==> src/rtl/rxf_pkg.sv <==
package rxf_pkg;
  localparam int CHAR_W = 8;

  typedef struct packed {
    logic [3:0] rx_thr;
    logic       rsv;
    logic       fc_en;
    logic       cmp_en;
    logic       transp;
  } rxf_opt_t;

  typedef enum logic [1:0] {
    EXC_NONE = 2'b00,
    EXC_XON  = 2'b01,
    EXC_XOFF = 2'b10
  } exc_code_e;

  localparam logic [1:0] ADDR_OPT  = 2'd0;
  localparam logic [1:0] ADDR_XON  = 2'd1;
  localparam logic [1:0] ADDR_XOFF = 2'd2;
endpackage

==> src/rtl/rxf_cfg_regs.sv <==
module rxf_cfg_regs
  import rxf_pkg::*;
#(
  parameter int DW = CHAR_W
) (
  input  logic          clk,
  input  logic          rst_n,
  input  logic          we,
  input  logic [1:0]    addr,
  input  logic [DW-1:0] wdata,
  output rxf_opt_t      opt,
  output logic [DW-1:0] xon_val,
  output logic [DW-1:0] xoff_val
);
  always_ff @(posedge clk or negedge rst_n) begin
    if (!rst_n) begin
      opt      <= '0;
      xon_val  <= '0;
      xoff_val <= '0;
    end else if (we) begin
      case (addr)
        ADDR_OPT:  opt      <= rxf_opt_t'(wdata[7:0]);
        ADDR_XON:  xon_val  <= wdata;
        ADDR_XOFF: xoff_val <= wdata;
        default: ;
      endcase
    end
  end
endmodule

==> src/rtl/rxf_char_match.sv <==
module rxf_char_match
  import rxf_pkg::*;
#(
  parameter int DW = CHAR_W
) (
  input  logic          valid,
  input  logic [DW-1:0] data,
  input  logic [DW-1:0] xon_val,
  input  logic [DW-1:0] xoff_val,
  input  rxf_opt_t      opt,
  output logic          store,
  output logic          pause_set,
  output logic          pause_clr,
  output logic          exc_set,
  output exc_code_e     exc_code
);
  logic hit_xon, hit_xoff, hit_any;

  always_comb begin
    hit_xon  = valid && opt.cmp_en && (data == xon_val);
    hit_xoff = valid && opt.cmp_en && (data == xoff_val) && !hit_xon;
    hit_any  = hit_xon || hit_xoff;

    store     = valid && !(hit_any && opt.transp);
    pause_clr = hit_xon  && opt.fc_en;
    pause_set = hit_xoff && opt.fc_en;
    exc_set   = hit_any && !opt.transp;
    exc_code  = hit_xon ? EXC_XON : (hit_xoff ? EXC_XOFF : EXC_NONE);
  end
endmodule

==> src/rtl/rxf_fifo.sv <==
module rxf_fifo #(
  parameter int DW    = 8,
  parameter int DEPTH = 12,
  localparam int AW   = (DEPTH > 1) ? $clog2(DEPTH) : 1,
  localparam int CW   = $clog2(DEPTH + 1)
) (
  input  logic          clk,
  input  logic          rst_n,
  input  logic          push,
  input  logic [DW-1:0] push_data,
  input  logic          pop,
  output logic [DW-1:0] head,
  output logic [CW-1:0] count,
  output logic          drop
);
  logic [DW-1:0] mem [DEPTH];
  logic [AW-1:0] wptr, rptr;
  logic          full, empty, do_push, do_pop;

  assign full    = (count == CW'(DEPTH));
  assign empty   = (count == '0);
  assign do_push = push && !full;
  assign do_pop  = pop && !empty;
  assign drop    = push && full;
  assign head    = mem[rptr];

  function automatic logic [AW-1:0] bump(input logic [AW-1:0] p);
    return (p == AW'(DEPTH - 1)) ? '0 : p + 1'b1;
  endfunction

  always_ff @(posedge clk) begin
    if (do_push) mem[wptr] <= push_data;
  end

  always_ff @(posedge clk or negedge rst_n) begin
    if (!rst_n) begin
      wptr  <= '0;
      rptr  <= '0;
      count <= '0;
    end else begin
      if (do_push) wptr <= bump(wptr);
      if (do_pop)  rptr <= bump(rptr);
      case ({do_push, do_pop})
        2'b10:   count <= count + 1'b1;
        2'b01:   count <= count - 1'b1;
        default: ;
      endcase
    end
  end
endmodule

==> src/rtl/rx_fc_filter.sv <==
module rx_fc_filter
  import rxf_pkg::*;
#(
  parameter int DW    = CHAR_W,
  parameter int DEPTH = 12
) (
  input  logic          clk,
  input  logic          rst_n,
  input  logic          in_valid,
  output logic          in_ready,
  input  logic [DW-1:0] in_data,
  output logic          out_valid,
  input  logic          out_ready,
  output logic [DW-1:0] out_data,
  input  logic          cfg_we,
  input  logic [1:0]    cfg_addr,
  input  logic [DW-1:0] cfg_wdata,
  input  logic          exc_ack,
  output logic          exc_req,
  output logic [1:0]    exc_code,
  output logic          tx_paused,
  output logic          data_req,
  output logic          overrun
);
  localparam int CW = $clog2(DEPTH + 1);
  localparam int TW = (CW > 4) ? CW : 4;

  rxf_opt_t      opt;
  logic [DW-1:0] xon_val, xoff_val;
  logic          store, pause_set, pause_clr, exc_set, drop;
  exc_code_e     hit_code;
  logic [CW-1:0] count;
  logic [TW-1:0] thr_eff;

  rxf_cfg_regs #(.DW(DW)) u_cfg (
    .clk(clk), .rst_n(rst_n), .we(cfg_we), .addr(cfg_addr),
    .wdata(cfg_wdata), .opt(opt), .xon_val(xon_val), .xoff_val(xoff_val)
  );

  rxf_char_match #(.DW(DW)) u_match (
    .valid(in_valid), .data(in_data), .xon_val(xon_val), .xoff_val(xoff_val),
    .opt(opt), .store(store), .pause_set(pause_set), .pause_clr(pause_clr),
    .exc_set(exc_set), .exc_code(hit_code)
  );

  rxf_fifo #(.DW(DW), .DEPTH(DEPTH)) u_fifo (
    .clk(clk), .rst_n(rst_n), .push(store), .push_data(in_data),
    .pop(out_ready), .head(out_data), .count(count), .drop(drop)
  );

  assign in_ready  = 1'b1;
  assign out_valid = (count != '0);
  assign thr_eff   = (opt.rx_thr == 4'd0) ? TW'(1) : TW'(opt.rx_thr);
  assign data_req  = (TW'(count) >= thr_eff);

  always_ff @(posedge clk or negedge rst_n) begin
    if (!rst_n) begin
      tx_paused <= 1'b0;
      exc_req   <= 1'b0;
      exc_code  <= EXC_NONE;
      overrun   <= 1'b0;
    end else begin
      if (pause_set)      tx_paused <= 1'b1;
      else if (pause_clr) tx_paused <= 1'b0;

      if (exc_set) begin
        exc_req  <= 1'b1;
        exc_code <= hit_code;
      end else if (exc_ack) begin
        exc_req  <= 1'b0;
        exc_code <= EXC_NONE;
      end

      if (drop) overrun <= 1'b1;
    end
  end
endmodule

==> config.mk <==
export PLATFORM = sky130hd
export DESIGN_NAME = rx_fc_filter
export DESIGN_NICKNAME = d
export VERILOG_FILES = /design/src/rtl/rxf_pkg.sv /design/src/rtl/rxf_cfg_regs.sv /design/src/rtl/rxf_char_match.sv /design/src/rtl/rxf_fifo.sv /design/src/rtl/rx_fc_filter.sv
export SDC_FILE = /design/constraint.sdc
export NUM_CORES = 1
export LEC_CHECK = 0
export BUFFER_PORTS_ARGS = -buffer_cell sky130_fd_sc_hd__buf_2
export CAP_MARGIN = 15
export CORE_MARGIN = 3
export CORE_UTILIZATION = 35
export DETAILED_ROUTE_END_ITERATION = 8
export SLEW_MARGIN = 20
export SYNTH_ARGS = -nofsm -noshare
export SYNTH_HDL_FRONTEND = slang
export SYNTH_HIERARCHICAL = 1
export SYNTH_SLANG_ARGS = --single-unit
==> constraint.sdc <==
create_clock -name clk -period 4.2 [get_ports clk]
set_clock_uncertainty 0.1 [all_clocks]
set_input_delay 0.84 -clock clk [delete_from_list [all_inputs] [get_ports clk]]
set_output_delay 0.84 -clock clk [all_outputs]
set_load 0.02 [all_outputs]
### Word-level counts from Yosys, hierarchy flattened

Memory sizes are Yosys's and may differ from the RTL's.
Cells that the tools add are included.

* flip-flop bits (word level): 40
* RAM bits: 96
* bits of input ports: 24
* output and inout port bits: 16
* word-level logic and storage cells: 70
* memories: 1

Memory list
* u_fifo.mem: words 12, width 8, rd ports 1, clocked after Yosys merged registers in 0, write ports 1, RTL line rxf_fifo.sv:16 `logic [DW-1:0] mem [DEPTH];`

* add/subtract/negate cells: 4
* order comparisons: 1
* eq/ne operators: 9
* muxes and demuxes: 14
* reductions and logical operators: 28

Operators by type and width (number)
* $eq 8x8->1: 2
* $add 4x1->4 const B: 3
* $eq 4x4->1 const B: 3
* $logic_and 1x1->1: 12
* $mux 4: 3
* $logic_not 4->1: 2
* $mux 2: 4
* $pmux 4 s2: 1
* $mux 1: 6
* $reduce_and 2->1: 3
* $reduce_bool 2->1: 3
* $logic_not 1->1: 5
* $eq 2x1->1 const B: 2
* $eq 2x2->1 const B: 2
* $ge 4x4->1: 1
* $reduce_bool 4->1: 1
* $sub 4x1->4 const B: 1
* $logic_not 2->1: 1
* $logic_or 1x1->1: 1

### Longest topological paths before layout

* word-level depth: 11
* gate-level depth with buffers: 13
* mapped depth without buffers: 13

### Modules after synthesis

Netlist, hierarchy kept.

Modules (own cells, without submodules)
* rxf_fifo: instances 1, cells each 278, area each 4600.7 um2, seq. area each 3183.1 um2
* rxf_cfg_regs: instances 1, cells each 51, area each 912.1 um2, seq. area each 600.6 um2
* rx_fc_filter: instances 1, cells each 30, area each 322.8 um2, seq. area each 125.1 um2
* rxf_char_match: instances 1, cells each 36, area each 270.3 um2, seq. area each 0.0 um2

### Worst setup path before layout

OpenSTA, ideal clock, no wires.

* path type: input to register
* start: input port in_data[0]
* end: register u_fifo.count[3]
* arrival time: 3.090 ns
* required time: 3.984 ns
* slack: 0.895 ns
* stages: 12
* path buffers: 0
* cells stage by stage: xor2_1 or4_1 nor4_2 a31oi_1 inv_1 a41oi_2 inv_1 ha_1 ha_1 a21oi_1 o21ai_0 o311ai_0

* cells in the longest elaborated chain, start to end: 11
* elaborated cells between the ends (all ways): 15
* those cells by class: eq/ne: 4; mux: 1; reduce/logical: 10

RTL lines
* start: declaration: RTL line rx_fc_filter.sv:11 `input logic [DW-1:0] in_data,`
* $eq 8x8->1: RTL line rxf_char_match.sv:20 `hit_xon = valid && opt.cmp_en && (data == xon_val);`
* $logic_and 1x1->1: RTL line rxf_char_match.sv:20
* $logic_not 1->1: RTL line rxf_char_match.sv:21 `hit_xoff = valid && opt.cmp_en && (data == xoff_val) && !hit_xon;`
* $logic_and 1x1->1: RTL line rxf_char_match.sv:21
* $logic_or 1x1->1 (*): RTL line rxf_char_match.sv:22 `hit_any = hit_xon || hit_xoff;`
* $logic_and 1x1->1 (*): RTL line rxf_char_match.sv:24 `store = valid && !(hit_any && opt.transp);`
* $logic_not 1->1 (*): RTL line rxf_char_match.sv:24
* $logic_and 1x1->1 (*): RTL line rxf_char_match.sv:24
* net store: RTL line rx_fc_filter.sv:30 `logic store, pause_set, pause_clr, exc_set, drop;`
* $logic_and 1x1->1 (*): RTL line rxf_fifo.sv:22 `assign do_push = push && !full;`
* $eq 2x1->1 / $eq 2x2->1 (equally long branches): RTL line rxf_fifo.sv:43 `case ({do_push, do_pop})`
* $pmux 4 s2 / $reduce_bool 2->1 (equally long branches)
* end signal: assignment: RTL line rxf_fifo.sv:44 `2'b10: count <= count + 1'b1;`
* end signal: assignment: RTL line rxf_fifo.sv:45 `2'b01: count <= count - 1'b1;`
* end: declaration: RTL line rxf_fifo.sv:13 `output logic [CW-1:0] count,`

Mark *: on every way through the listed nets, which the timed path passes. The rest lies on a longest branch.
A chain may end at the register's enable or synchronous reset.

### Worst setup path in the final report

Ends and elaborated chain as after synthesis.

==> run metrics <==
Critical R2R Capture u_fifo/count[3]; Sinks on Clock Net 136; CTS Buf Count 17; syn nets 430; Final Cycle Share 87.8%; Largest delay share family, worst path compound AO/OA/AOI/OAI gates; per-cell routed wire length 18.1 microns; PostCTS Resize Cnt 0; vertical extent of the die 138 microns; Pre-Repair DR Iteration Count 5; number of buffers inserted by hold repair at cts 0; first-pass GRT wire length 19,700 microns; routed wire length 12,200 microns; reg-to-reg startpoint u_cfg/xon_val[0]; Diodes inserted 0; total count of max-transition violations in the final report 0; Data arrival, critical path 3.88 ns; RSZ-0062 raised after global routing false; leakage power 2.68 nW; CP Depth 13; Clock H-tree levels 4; power density normalized to cell area 665 nW/um^2; peak supply drop 0.332 mV; hold path startpoint overrun; result of the run completed; nature of the critical path startpoint primary input; initial standard-cell utilization of the core 36.2%; clock latency on the worst-skew pair 0.42 ns; synthesized instance count 393; post-layout net count 479; reg-to-reg setup timing slack 0.75 ns; time the final worst path needs with I/O delays and setup 3.69 ns; area added between synthesis and finish 16.0%; final setup fails 0; PortBufs 38; Worst Tran Pin Value 0.921 ns; Post-CTS Repair Setup Buffers 0; maximum cell stage delay along the critical path 0.55 ns; Clk Tree Root Cell clkbuf_16; number of design-rule violations left by the first detailed-router iteration 279; end point of the worst hold path overrun; average instance area after synthesis 15.4 sq um; Worst Path Buf+Inv 3; cell chain of the critical path buf_2 -> xor2_1 -> or4_1 -> nor4_2 -> a31oi_1 -> inv_1 -> a41oi_2 -> inv_1 -> ha_1 -> ha_1 -> a21oi_1 -> o21ai_0 -> o311ai_0; # placed instances 643; number of global-route vias before repair 3,597; proportion of layout cells with a drive suffix above 1 30.1%; initial antenna violation count 0; maximum fanout along the worst path 14; Worst Reg2Reg Path Length in Cells 12; total negative slack for setup checks 0 ns; detailed placer's ending HPWL 8500 microns; YS warnings 6; final std cells w/o fill 675; buffer levels on the longest clock path 2; number of stages on the worst hold path 1; Placement Rows 47; max-cap violations 0; total DRC errors in the routed layout 0; FMAX 271 MHz; num ports 40; path type of the worst min-delay path reg2reg; Slowest-stage cell, CP or4_1; remaining number of nets flagged by the antenna check after routing 0; Die Area 19,000 sq um; max-slew headroom at the worst pin 38.6%; largest net degree at the start of global routing 41; number of hold violations in the final report 0; cell area after synthesis 6070 sq um; TritonCTS clock tree built; GP Congestion 0.835; die extent in x 138 microns; CP Data Required Time 4.39 ns; Setup crit end kind register; Setup Crit Path Kind in2reg; Std-Cell Core Area 16,800 sq um; clock slew at reported path FFs 0.05 ns; Filler Cells Inserted 1,551; overflow left after global routing 0; Global Route Usage Sum 14.2%; Vias 3,402; number of vias per cell after detailed routing 5.04
[layout make-up]
cell class	count	area [sq um]	area share [%]
timing repair buffer	45	255	3.63
clock buffer	18	429	6.10
tap	220	275	3.91
clock inverter	14	149	2.12
multi-input combinational	224	1980	28.1
inverter	18	67.6	0.960
sequential	136	3880	55.2
[layer usage]
| layer | GRT usage [%] | wire length (microns) | vias to the layer above |
|---|---|---|---|
| li1 | - | - | 1602 |
| met1 | 18.8 | 5820 | 1705 |
| met2 | 22.3 | 5700 | 76 |
| met3 | 4.46 | 529 | 19 |
| met4 | 4.49 | 152 | 0 |
| met5 | 0 | 0 | - |
[report_power, final]
| part | switching (mW) | internal (mW) |
|---|---|---|
| Clock | 0.566 | 0.875 |
| Combinational | 0.742 | 0.615 |
| Sequential | 0.236 | 1.65 |
| Total | 1.54 | 3.14 |
[cells in the final DEF, fill, tap and decap left out, drive strengths merged, types with 10 or more instances in the layout]
cell	n
edfxtp	96
buf	45
dfrtp	40
mux2	40
nand2	22
inv	21
clkbuf	18
o21ai	18
mux2i	15
ha	12
nor2	10
and3	10
xor2	10
[worst max path at each step]
| stage | startpoint | endpoint |
|---|---|---|
| floorplan | in_data[0] | u_fifo/count[3] |
| global placement | in_data[0] | u_fifo/count[3] |
| detailed placement | in_data[0] | u_fifo/count[3] |
| CTS | in_data[0] | u_fifo/count[3] |
| global route | in_data[0] | u_fifo/count[3] |
| finish | in_data[0] | u_fifo/count[3] |
[sequential cells by signal, indices dropped and copies added (netlist names)]
name and cells:
overrun 1, u_cfg/xon_val 8, exc_req 1, tx_paused 1, u_fifo/rptr 4, u_cfg/xoff_val 8
u_fifo/mem 96, u_cfg/opt 7, u_fifo/wptr 4, u_fifo/count 4, exc_code 2
[per-stage QoR]
stage / hold WS [ns] / setup WS, ns / power (mW) / instance area (sq um) / util [%]
2_1_floorplan: 0.381 / 0.895 / 2.92 / 6070 / -
3_3_place_gp: 0.349 / 0.416 / 3.22 / 6460 / 38.6
3_5_place_dp: 0.348 / 0.110 / 3.28 / 6460 / 38.6
4_1_cts: 0.363 / 0.560 / 4.75 / 7040 / 42.0
5_1_grt: 0.390 / 0.259 / 4.98 / 7040 / 42.0
6_report: 0.357 / 0.511 / 4.68 / 7040 / 42.0
Power figures use the tool's default switching activity.
